`config.mk`:
```
export PLATFORM = sky130hd
export DESIGN_NAME = wsplit_top
export DESIGN_NICKNAME = d
export VERILOG_FILES = /design/src/rtl/wsplit_pkg.sv /design/src/rtl/wsplit_calc.sv /design/src/rtl/wsplit_ctrl.sv /design/src/rtl/wsplit_top.sv
export SDC_FILE = /design/constraint.sdc
export NUM_CORES = 1
export LEC_CHECK = 0
export BUFFER_PORTS_ARGS = -buffer_cell sky130_fd_sc_hd__buf_2
export CORE_ASPECT_RATIO = 1.75
export CORE_MARGIN = 3
export CORE_UTILIZATION = 45
export CTS_CLUSTER_DIAMETER = 30
export DETAILED_ROUTE_END_ITERATION = 10
export GPL_TIMING_DRIVEN = 1
export PLACE_DENSITY = 0.7
export SYNTH_ARGS = -nofsm -noshare
export SYNTH_HDL_FRONTEND = slang
export SYNTH_SLANG_ARGS = --single-unit
export TNS_END_PERCENT = 20
```
`constraint.sdc`:
```
create_clock -name clk -period 7.5 [get_ports clk]
set_clock_uncertainty 0.05 [all_clocks]
set_input_delay 1.5 -clock clk [delete_from_list [all_inputs] [get_ports clk]]
set_output_delay 1.5 -clock clk [all_outputs]
set_load 0.01 [all_outputs]
```
`src/rtl/wsplit_pkg.sv`:
```
package wsplit_pkg;

    // Default geometry used by the top level.
    localparam int unsigned DEF_ADDR_W     = 32;
    localparam int unsigned DEF_PAGE_BYTES = 4096;
    localparam int unsigned DEF_MAX_LEN    = 16;

    // Control sequence of one request.
    typedef enum logic [1:0] {
        ST_IDLE   = 2'd0,
        ST_FIRST  = 2'd1,
        ST_SECOND = 2'd2,
        ST_FAULT  = 2'd3
    } wsplit_state_e;

    // Bits needed to hold a byte count from 0 to max_len.
    function automatic int unsigned len_bits(input int unsigned max_len);
        return $clog2(max_len + 1);
    endfunction

    // Wider of two widths, plus headroom for a sum and a carry.
    function automatic int unsigned sum_bits(input int unsigned a, input int unsigned b);
        return ((a > b) ? a : b) + 2;
    endfunction

endpackage

```
`src/rtl/wsplit_calc.sv`:
```
module wsplit_calc
    import wsplit_pkg::*;
#(
    parameter int unsigned ADDR_W     = DEF_ADDR_W,
    parameter int unsigned PAGE_BYTES = DEF_PAGE_BYTES,
    parameter int unsigned MAX_LEN    = DEF_MAX_LEN,
    localparam int unsigned PAGE_SH   = $clog2(PAGE_BYTES),
    localparam int unsigned LEN_W     = len_bits(MAX_LEN),
    localparam int unsigned PN_W      = ADDR_W - PAGE_SH
) (
    input  logic [ADDR_W-1:0] addr,
    input  logic [LEN_W-1:0]  len,
    output logic              crosses,
    output logic [LEN_W-1:0]  head_len,
    output logic [ADDR_W-1:0] tail_addr,
    output logic [LEN_W-1:0]  tail_len
);
    localparam int unsigned SUM_W = sum_bits(PAGE_SH, LEN_W);

    logic [PAGE_SH-1:0] offset;
    logic [PN_W-1:0]    page_num;
    logic [PN_W-1:0]    next_page;
    logic [SUM_W-1:0]   end_pos;
    logic [SUM_W-1:0]   room;

    always_comb begin
        offset    = addr[PAGE_SH-1:0];
        page_num  = addr[ADDR_W-1:PAGE_SH];
        next_page = page_num + 1'b1;
        end_pos   = SUM_W'(offset) + SUM_W'(len);
        room      = SUM_W'(PAGE_BYTES) - SUM_W'(offset);
        crosses   = end_pos > SUM_W'(PAGE_BYTES);
        head_len  = crosses ? LEN_W'(room) : len;
        tail_len  = len - head_len;
        tail_addr = {next_page, {PAGE_SH{1'b0}}};
    end

endmodule

```
`src/rtl/wsplit_ctrl.sv`:
```
module wsplit_ctrl
    import wsplit_pkg::*;
#(
    parameter int unsigned ADDR_W     = DEF_ADDR_W,
    parameter int unsigned PAGE_BYTES = DEF_PAGE_BYTES,
    parameter int unsigned MAX_LEN    = DEF_MAX_LEN,
    localparam int unsigned PAGE_SH   = $clog2(PAGE_BYTES),
    localparam int unsigned LEN_W     = len_bits(MAX_LEN),
    localparam int unsigned PN_W      = ADDR_W - PAGE_SH
) (
    input  logic              clk,
    input  logic              rst,
    input  logic              req_valid,
    output logic              req_ready,
    input  logic [ADDR_W-1:0] req_addr,
    input  logic [LEN_W-1:0]  req_len,
    input  logic              calc_crosses,
    input  logic [LEN_W-1:0]  calc_head_len,
    input  logic [ADDR_W-1:0] calc_tail_addr,
    input  logic [LEN_W-1:0]  calc_tail_len,
    output logic              sub_valid,
    input  logic              sub_ready,
    output logic [ADDR_W-1:0] sub_addr,
    output logic [LEN_W-1:0]  sub_len,
    output logic              sub_last,
    output logic [PN_W-1:0]   perm_page,
    input  logic              perm_writable,
    output logic              fault_valid,
    output logic [ADDR_W-1:0] fault_addr,
    input  logic              fault_ack
);
    typedef struct packed {
        logic [ADDR_W-1:0] addr;
        logic [LEN_W-1:0]  len;
    } part_t;

    wsplit_state_e     state_q, state_d;
    part_t             head_q, tail_q, cur;
    logic              split_q;
    logic [ADDR_W-1:0] fault_addr_q;
    logic              pending;
    logic              take_req;
    logic              part_done;
    logic              refused;

    always_comb begin
        cur       = (state_q == ST_SECOND) ? tail_q : head_q;
        pending   = (state_q == ST_FIRST) || (state_q == ST_SECOND);
        take_req  = req_valid && (state_q == ST_IDLE);
        part_done = pending && perm_writable && sub_ready;
        refused   = pending && !perm_writable;
    end

    always_comb begin
        state_d = state_q;
        unique case (state_q)
            ST_IDLE:   if (take_req) state_d = ST_FIRST;
            ST_FIRST: begin
                if (refused)        state_d = ST_FAULT;
                else if (part_done) state_d = split_q ? ST_SECOND : ST_IDLE;
            end
            ST_SECOND: begin
                if (refused)        state_d = ST_FAULT;
                else if (part_done) state_d = ST_IDLE;
            end
            ST_FAULT:  if (fault_ack) state_d = ST_IDLE;
            default:   state_d = ST_IDLE;
        endcase
    end

    always_ff @(posedge clk) begin
        if (rst) begin
            state_q      <= ST_IDLE;
            head_q       <= '0;
            tail_q       <= '0;
            split_q      <= 1'b0;
            fault_addr_q <= '0;
        end else begin
            state_q <= state_d;
            if (take_req) begin
                head_q.addr <= req_addr;
                head_q.len  <= calc_head_len;
                tail_q.addr <= calc_tail_addr;
                tail_q.len  <= calc_tail_len;
                split_q     <= calc_crosses;
            end
            if (refused) begin
                fault_addr_q <= cur.addr;
            end
        end
    end

    always_comb begin
        req_ready   = (state_q == ST_IDLE);
        sub_valid   = pending && perm_writable;
        sub_addr    = cur.addr;
        sub_len     = cur.len;
        sub_last    = (state_q == ST_SECOND) || !split_q;
        perm_page   = cur.addr[ADDR_W-1:PAGE_SH];
        fault_valid = (state_q == ST_FAULT);
        fault_addr  = fault_addr_q;
    end

    // nothing is offered in the first cycle after reset
    p_reset_quiet_r1: assert property (@(posedge clk)
        $fell(rst) |-> req_ready && !sub_valid && !fault_valid);

    // every part offered stays inside one page
    p_part_in_page_r3: assert property (@(posedge clk) disable iff (rst)
        sub_valid |-> (32'(sub_addr[PAGE_SH-1:0]) + 32'(sub_len) <= 32'(PAGE_BYTES)));

    // a non-final part is followed by a lookup of the next page
    p_next_page_r4: assert property (@(posedge clk) disable iff (rst)
        (sub_valid && sub_ready && !sub_last) |=>
            (perm_page == $past(perm_page) + 1'b1) && (sub_addr[PAGE_SH-1:0] == '0) && !req_ready);

    // lookup port names the page of the pending part
    p_lookup_page_r5: assert property (@(posedge clk) disable iff (rst)
        sub_valid |-> perm_page == sub_addr[ADDR_W-1:PAGE_SH]);

    // an offered part holds while downstream stalls
    p_hold_part_r6: assert property (@(posedge clk) disable iff (rst)
        (sub_valid && !sub_ready) |=> $stable(sub_addr) && $stable(sub_len));

    // a fault stays with a steady address until acknowledged
    p_fault_hold_r9: assert property (@(posedge clk) disable iff (rst)
        (fault_valid && !fault_ack) |=> fault_valid && $stable(fault_addr));

    // no request is taken during a fault
    p_fault_blocks_r9: assert property (@(posedge clk) disable iff (rst)
        fault_valid |-> !req_ready && !sub_valid);

endmodule

```
`src/rtl/wsplit_top.sv`:
```
module wsplit_top
    import wsplit_pkg::*;
#(
    parameter int unsigned ADDR_W     = DEF_ADDR_W,
    parameter int unsigned PAGE_BYTES = DEF_PAGE_BYTES,
    parameter int unsigned MAX_LEN    = DEF_MAX_LEN,
    localparam int unsigned PAGE_SH   = $clog2(PAGE_BYTES),
    localparam int unsigned LEN_W     = len_bits(MAX_LEN),
    localparam int unsigned PN_W      = ADDR_W - PAGE_SH
) (
    input  logic              clk,
    input  logic              rst,
    input  logic              req_valid,
    output logic              req_ready,
    input  logic [ADDR_W-1:0] req_addr,
    input  logic [LEN_W-1:0]  req_len,
    output logic              sub_valid,
    input  logic              sub_ready,
    output logic [ADDR_W-1:0] sub_addr,
    output logic [LEN_W-1:0]  sub_len,
    output logic              sub_last,
    output logic [PN_W-1:0]   perm_page,
    input  logic              perm_writable,
    output logic              fault_valid,
    output logic [ADDR_W-1:0] fault_addr,
    input  logic              fault_ack
);
    logic              crosses;
    logic [LEN_W-1:0]  head_len;
    logic [ADDR_W-1:0] tail_addr;
    logic [LEN_W-1:0]  tail_len;

    wsplit_calc #(
        .ADDR_W     (ADDR_W),
        .PAGE_BYTES (PAGE_BYTES),
        .MAX_LEN    (MAX_LEN)
    ) u_calc (
        .addr      (req_addr),
        .len       (req_len),
        .crosses   (crosses),
        .head_len  (head_len),
        .tail_addr (tail_addr),
        .tail_len  (tail_len)
    );

    wsplit_ctrl #(
        .ADDR_W     (ADDR_W),
        .PAGE_BYTES (PAGE_BYTES),
        .MAX_LEN    (MAX_LEN)
    ) u_ctrl (
        .clk            (clk),
        .rst            (rst),
        .req_valid      (req_valid),
        .req_ready      (req_ready),
        .req_addr       (req_addr),
        .req_len        (req_len),
        .calc_crosses   (crosses),
        .calc_head_len  (head_len),
        .calc_tail_addr (tail_addr),
        .calc_tail_len  (tail_len),
        .sub_valid      (sub_valid),
        .sub_ready      (sub_ready),
        .sub_addr       (sub_addr),
        .sub_len        (sub_len),
        .sub_last       (sub_last),
        .perm_page      (perm_page),
        .perm_writable  (perm_writable),
        .fault_valid    (fault_valid),
        .fault_addr     (fault_addr),
        .fault_ack      (fault_ack)
    );

endmodule

```
======== Yosys cells after proc, flatten, opt, wreduce, memory -nomap -nowiden ========
Cells that the tools add are included.
cells by class
  add/sub/neg operators ................... 4
  $lt $le $gt $ge ......................... 1
  equality and inequality tests ........... 7
  multiplexer cells ....................... 10
  reduce and logical (&&, ||, !) cells .... 10
operator list
  operator               number
  $mux 37                1
  $add 20x1->20 const B  1
  $gt 14x13->1 const B   1
  $mux 2                 7
  $add 12x5->13          1
  $pmux 2 s4             1
  $ne 3x1->1 const B     2
  $mux 5                 1
  $sub 1x5->5 const A    1
  $sub 5x5->5            1
  $eq 2x2->1 const B     2
  $logic_and 1x1->1      4
  $ne 2x1->1 const B     2
  $reduce_and 4->1       1
  $eq 2x1->1 const B     1
  $logic_not 1->1        2
  $logic_not 2->1        1
  $logic_or 1x1->1       2
word-level totals
  flip-flop bits (word level) ............. 97
  input port bits ......................... 43
  output and inout port bits .............. 93

======== Depth between registers and ports, before layout ========
  depth after elaboration ................. 7
  depth in mapped cells ................... 16

======== Hierarchy ========
A second synthesis with hierarchy kept.
unflattened totals
  cells, all modules ...................... 660
  area total of the unflattened synthesis .. 5531.6 µm²
modules (own cells, without submodules)
  module       times used  cells an instance  area each (µm²)  sequential area each (µm²)
  wsplit_ctrl  1           519                4468.0           2182.1
  wsplit_calc  1           141                1063.5           0.0

======== Least setup slack after synthesis ========
OpenSTA, ideal clock, no wires.
  path type ............................... input to register
  start point ............................. input port req_addr[0]
  end point ............................... register u_ctrl.tail_q[4] in the netlist's numbering
  library setup time ...................... 86 ps
  arrival ................................. 4765 ps
  data required time ...................... 7364 ps
  path slack .............................. 2600 ps
  stages on the path ...................... 15
  cell sequence ........................... ha_1 > fa_1 > a21oi_1 > o21bai_1 > xor2_1 > or4_4 > o31ai_4 > mux2_4 > fa_1 > nor2b_1 > o21a_1 > nor2_1 > nand4_1 > a31oi_1 > a211oi_1
between the ends
  longest elaborated chain between the ends .. 4
ends and longest elaborated chain
  what                   line               RTL
  start: declaration     wsplit_top.sv:15   input logic [ADDR_W-1:0] req_addr,
  $add 12x5->13          wsplit_calc.sv:30  end_pos = SUM_W'(offset) + SUM_W'(len);
  $gt 14x13->1           wsplit_calc.sv:32  crosses = end_pos > SUM_W'(PAGE_BYTES);
  $mux 5 (*)             wsplit_calc.sv:33  head_len = crosses ? LEN_W'(room) : len;
  named net head_len[1]  wsplit_top.sv:29   logic [LEN_W-1:0] head_len;
  $sub 5x5->5 (*)        wsplit_calc.sv:34  tail_len = len - head_len;
  end: declaration       wsplit_ctrl.sv:38  part_t head_q, tail_q, cur;
The timed path passes the listed nets; every way through them passes the cells marked *.
A chain may end at the register's enable or synchronous reset.

======== Worst setup path after layout ========
Same ends and word-level chain as after synthesis.

==> results.md <==
- Worst-margin pin slew: 1.04 ns
- Reg clk slew, reported paths: 0.07 ns
- Final WL: 13400 um
- Number of synthesized flops with an enable pin: 0
- Area leader, netlist: dfxtp_1
- DR vias/cell: 5.37
- Sequential-to-total area share from yosys stat: 38.1%
- Status: completed
- IO buf count: 135
- Max clock buf depth: 2
- Slew Limit Fails: 0
- DRC: 0
- Worst slew margin: 31.0%
- Die height: 147 um
- P_leak: 0.00267 uW
- Final setup violation count: 0
- Ports: 136
- DRT antenna net count: 0
- Layout area overhead: 17.1%
- Global-route wire length before repair: 21600 um
- Die W: 86.5 um
- RSZ-0062 raised after global routing: no
- CTS tree: built
- Initial DRC count: 139
- Post-Syn Nets: 689
- Fmax: 198 MHz
- Worst EP required: 7.69 ns
- Crit. End Element: flop
- Placed insts: 839
- Worst Path Max Fanout: 6
- Power Dens Cells: 222 nW/um^2
- Postcts setup bufs: 0
- Overall Power: 1320 uW
- Slowest stage delay, CP: 0.56 ns
- Setup_tns: 0 ns
- H-Tree Depth: 3
- # diodes: 0
- CP Class: in2reg
- Synth warn: 0
- Initial antenna violation count: 0
- TritonCTS Buffers: 9
- Clk sink count: 97
- Share of cells above drive strength 1: 26.6%
- Vias in the first global route: 4402
- Avg Cell Area, Syn: 8.10 sq um
- Routed vias: 4593
- Crit share post-route: 67.5%
- Fin cells: 855
- Wire length per cell: 15.7 um
- Post-synth ARST share: 0%
- Worst path slowest cell: or4_4
- Crit path time final: 5.06 ns
- Hold Path Class: reg2reg
- Hold-fix buffers, CTS: 0
- Rows: 50
- Core area: 10900 sq um
- Top-area cell type share of the netlist area: 38.1%
- Cell count after synthesis: 629
- Fill cells: 1080
- GRT Util Overall: 21.2%
- Final hold vios: 0
- Post-cts resize count: 0
- Nets: 780
- Top-count cell post-synth: nand2_1
- Initial Util: 46.8%
- Total gr overflow: 0
- Post-DP HPWL: 9650 um
- GPL Wtd Cong: 0.864
- Unique masters post-synth: 52
- Top post-synthesis cells by area: dfxtp_1 (38%), nand2_1 (7.4%), nor2_1 (5.8%)
- DR pass1 iterations: 4
- Mapped Area: 5100 sq um
- CP Cell Sequence: buf_2 -> ha_1 -> fa_1 -> a21oi_1 -> o21bai_1 -> xor2_1 -> or4_4 -> o31ai_4 -> mux2i_1 -> ha_1 -> fa_1 -> nor2b_1 -> o21a_1 -> nor2_1 -> nand4_1 -> a31oi_1 -> a211oi_1
- Primary FF master, synth: dfxtp_1
- DIE AREA: 12700 sq um
- Count of state elements after synthesis: 97
- Top cells by count, synth: nand2_1 (100), dfxtp_1 (97), nor2_1 (79)
- Maximum vdd ir drop: 165 uV
- CP Data Arrival Time: 5.26 ns
- Largest net degree at the start of global routing: 99
- Startpoint types: input pin
- Max-cap viol count: 0
- Clk root buf: clkbuf_16
- Clk_lat worst skew: 0.33 ns
-- final timing paths --
kind                          start                end  slack, ns  depth (start not counted)
setup / recovery        req_addr[0]   u_ctrl.tail_q[4]       2.44                         17
hold / removal    u_ctrl.head_q[10]  u_ctrl.head_q[10]       0.40                          2
setup reg to reg  u_ctrl.state_q[0]   u_ctrl.head_q[1]       4.72                          7
hold reg to reg   u_ctrl.head_q[10]  u_ctrl.head_q[10]       0.40                          2
-- placed cells by master (no fill, tap or decap), types with 17 or more instances in the layout --
master / count
buf_2: 134
nand2_1: 100
dfxtp_1: 97
nor2_1: 79
a21oi_1: 57
mux2_2: 26
nor3_1: 24
a211oi_1: 20
inv_1: 17
-- state kept, by name, indices dropped and copies added, names as in the netlist --
register / flops
u_ctrl.head_q: 37
u_ctrl.fault_addr: 32
u_ctrl.tail_q: 25
u_ctrl.state_q: 2
u_ctrl.split_q: 1
-- critical path: cells and delay by family --
family / cells / cell delay (ns)
AOI/OAI and AO/OA: 6 / 1.20
xor gates and xnor gates: 1 / 0.18
adders and majority gates: 4 / 1.26
buffers and inverters: 1 / 0.12
muxes: 1 / 0.16
and+or+nand+nor: 4 / 0.85
-- through the flow --
stage          hold WS (ns)  worst slack [ns]  area, sq um  util [%]
3_5_place_dp          0.392              2.08         5660      52.0
4_1_cts               0.402              2.43         5970      54.8
5_1_grt               0.415              2.11         5970      54.8
6_report              0.401              2.44         5970      54.8
2_1_floorplan         0.378              2.60         5100         -
3_3_place_gp          0.389              2.24         5660      52.0
-- cell families after synthesis --
family	after synthesis	share of synthesized area (%)
buf+inv	76	7.36
flops	97	38.1
compound gates	118	15.5
mux	33	7.22
fa+ha+maj	17	4.47
xor+xnor	26	4.47
simple gates	262	22.9
-- per-layer routing --
| metal | track usage [%] | vias up | share of wire, % |
|---|---|---|---|
| li1 | - | 2321 | - |
| met1 | 23.7 | 2107 | 38 |
| met2 | 39.6 | 149 | 55 |
| met3 | 3.14 | 16 | 4.5 |
| met4 | 7.33 | 0 | 1.8 |
| met5 | 0 | - | 0 |
-- cell type report --
| type | instances | area [sq um] | share of cell area, % |
|---|---|---|---|
| clock buffer | 11 | 243 | 4.07 |
| clock inverter | 5 | 62.6 | 1.05 |
| inverter | 17 | 63.8 | 1.07 |
| multi-input combinational | 456 | 2790 | 46.7 |
| sequential | 97 | 1940 | 32.5 |
| tap | 130 | 163 | 2.73 |
| timing repair buffer | 139 | 708 | 11.9 |
-- power by group --
group          internal, uW  total (uW)  leakage, uW  switching, uW
Combinational           109         280      0.00173            171
Clock                   269         463     0.000142            193
Sequential              560         580     0.000796           20.3
No activity file was read; power rests on OpenSTA's default activity.
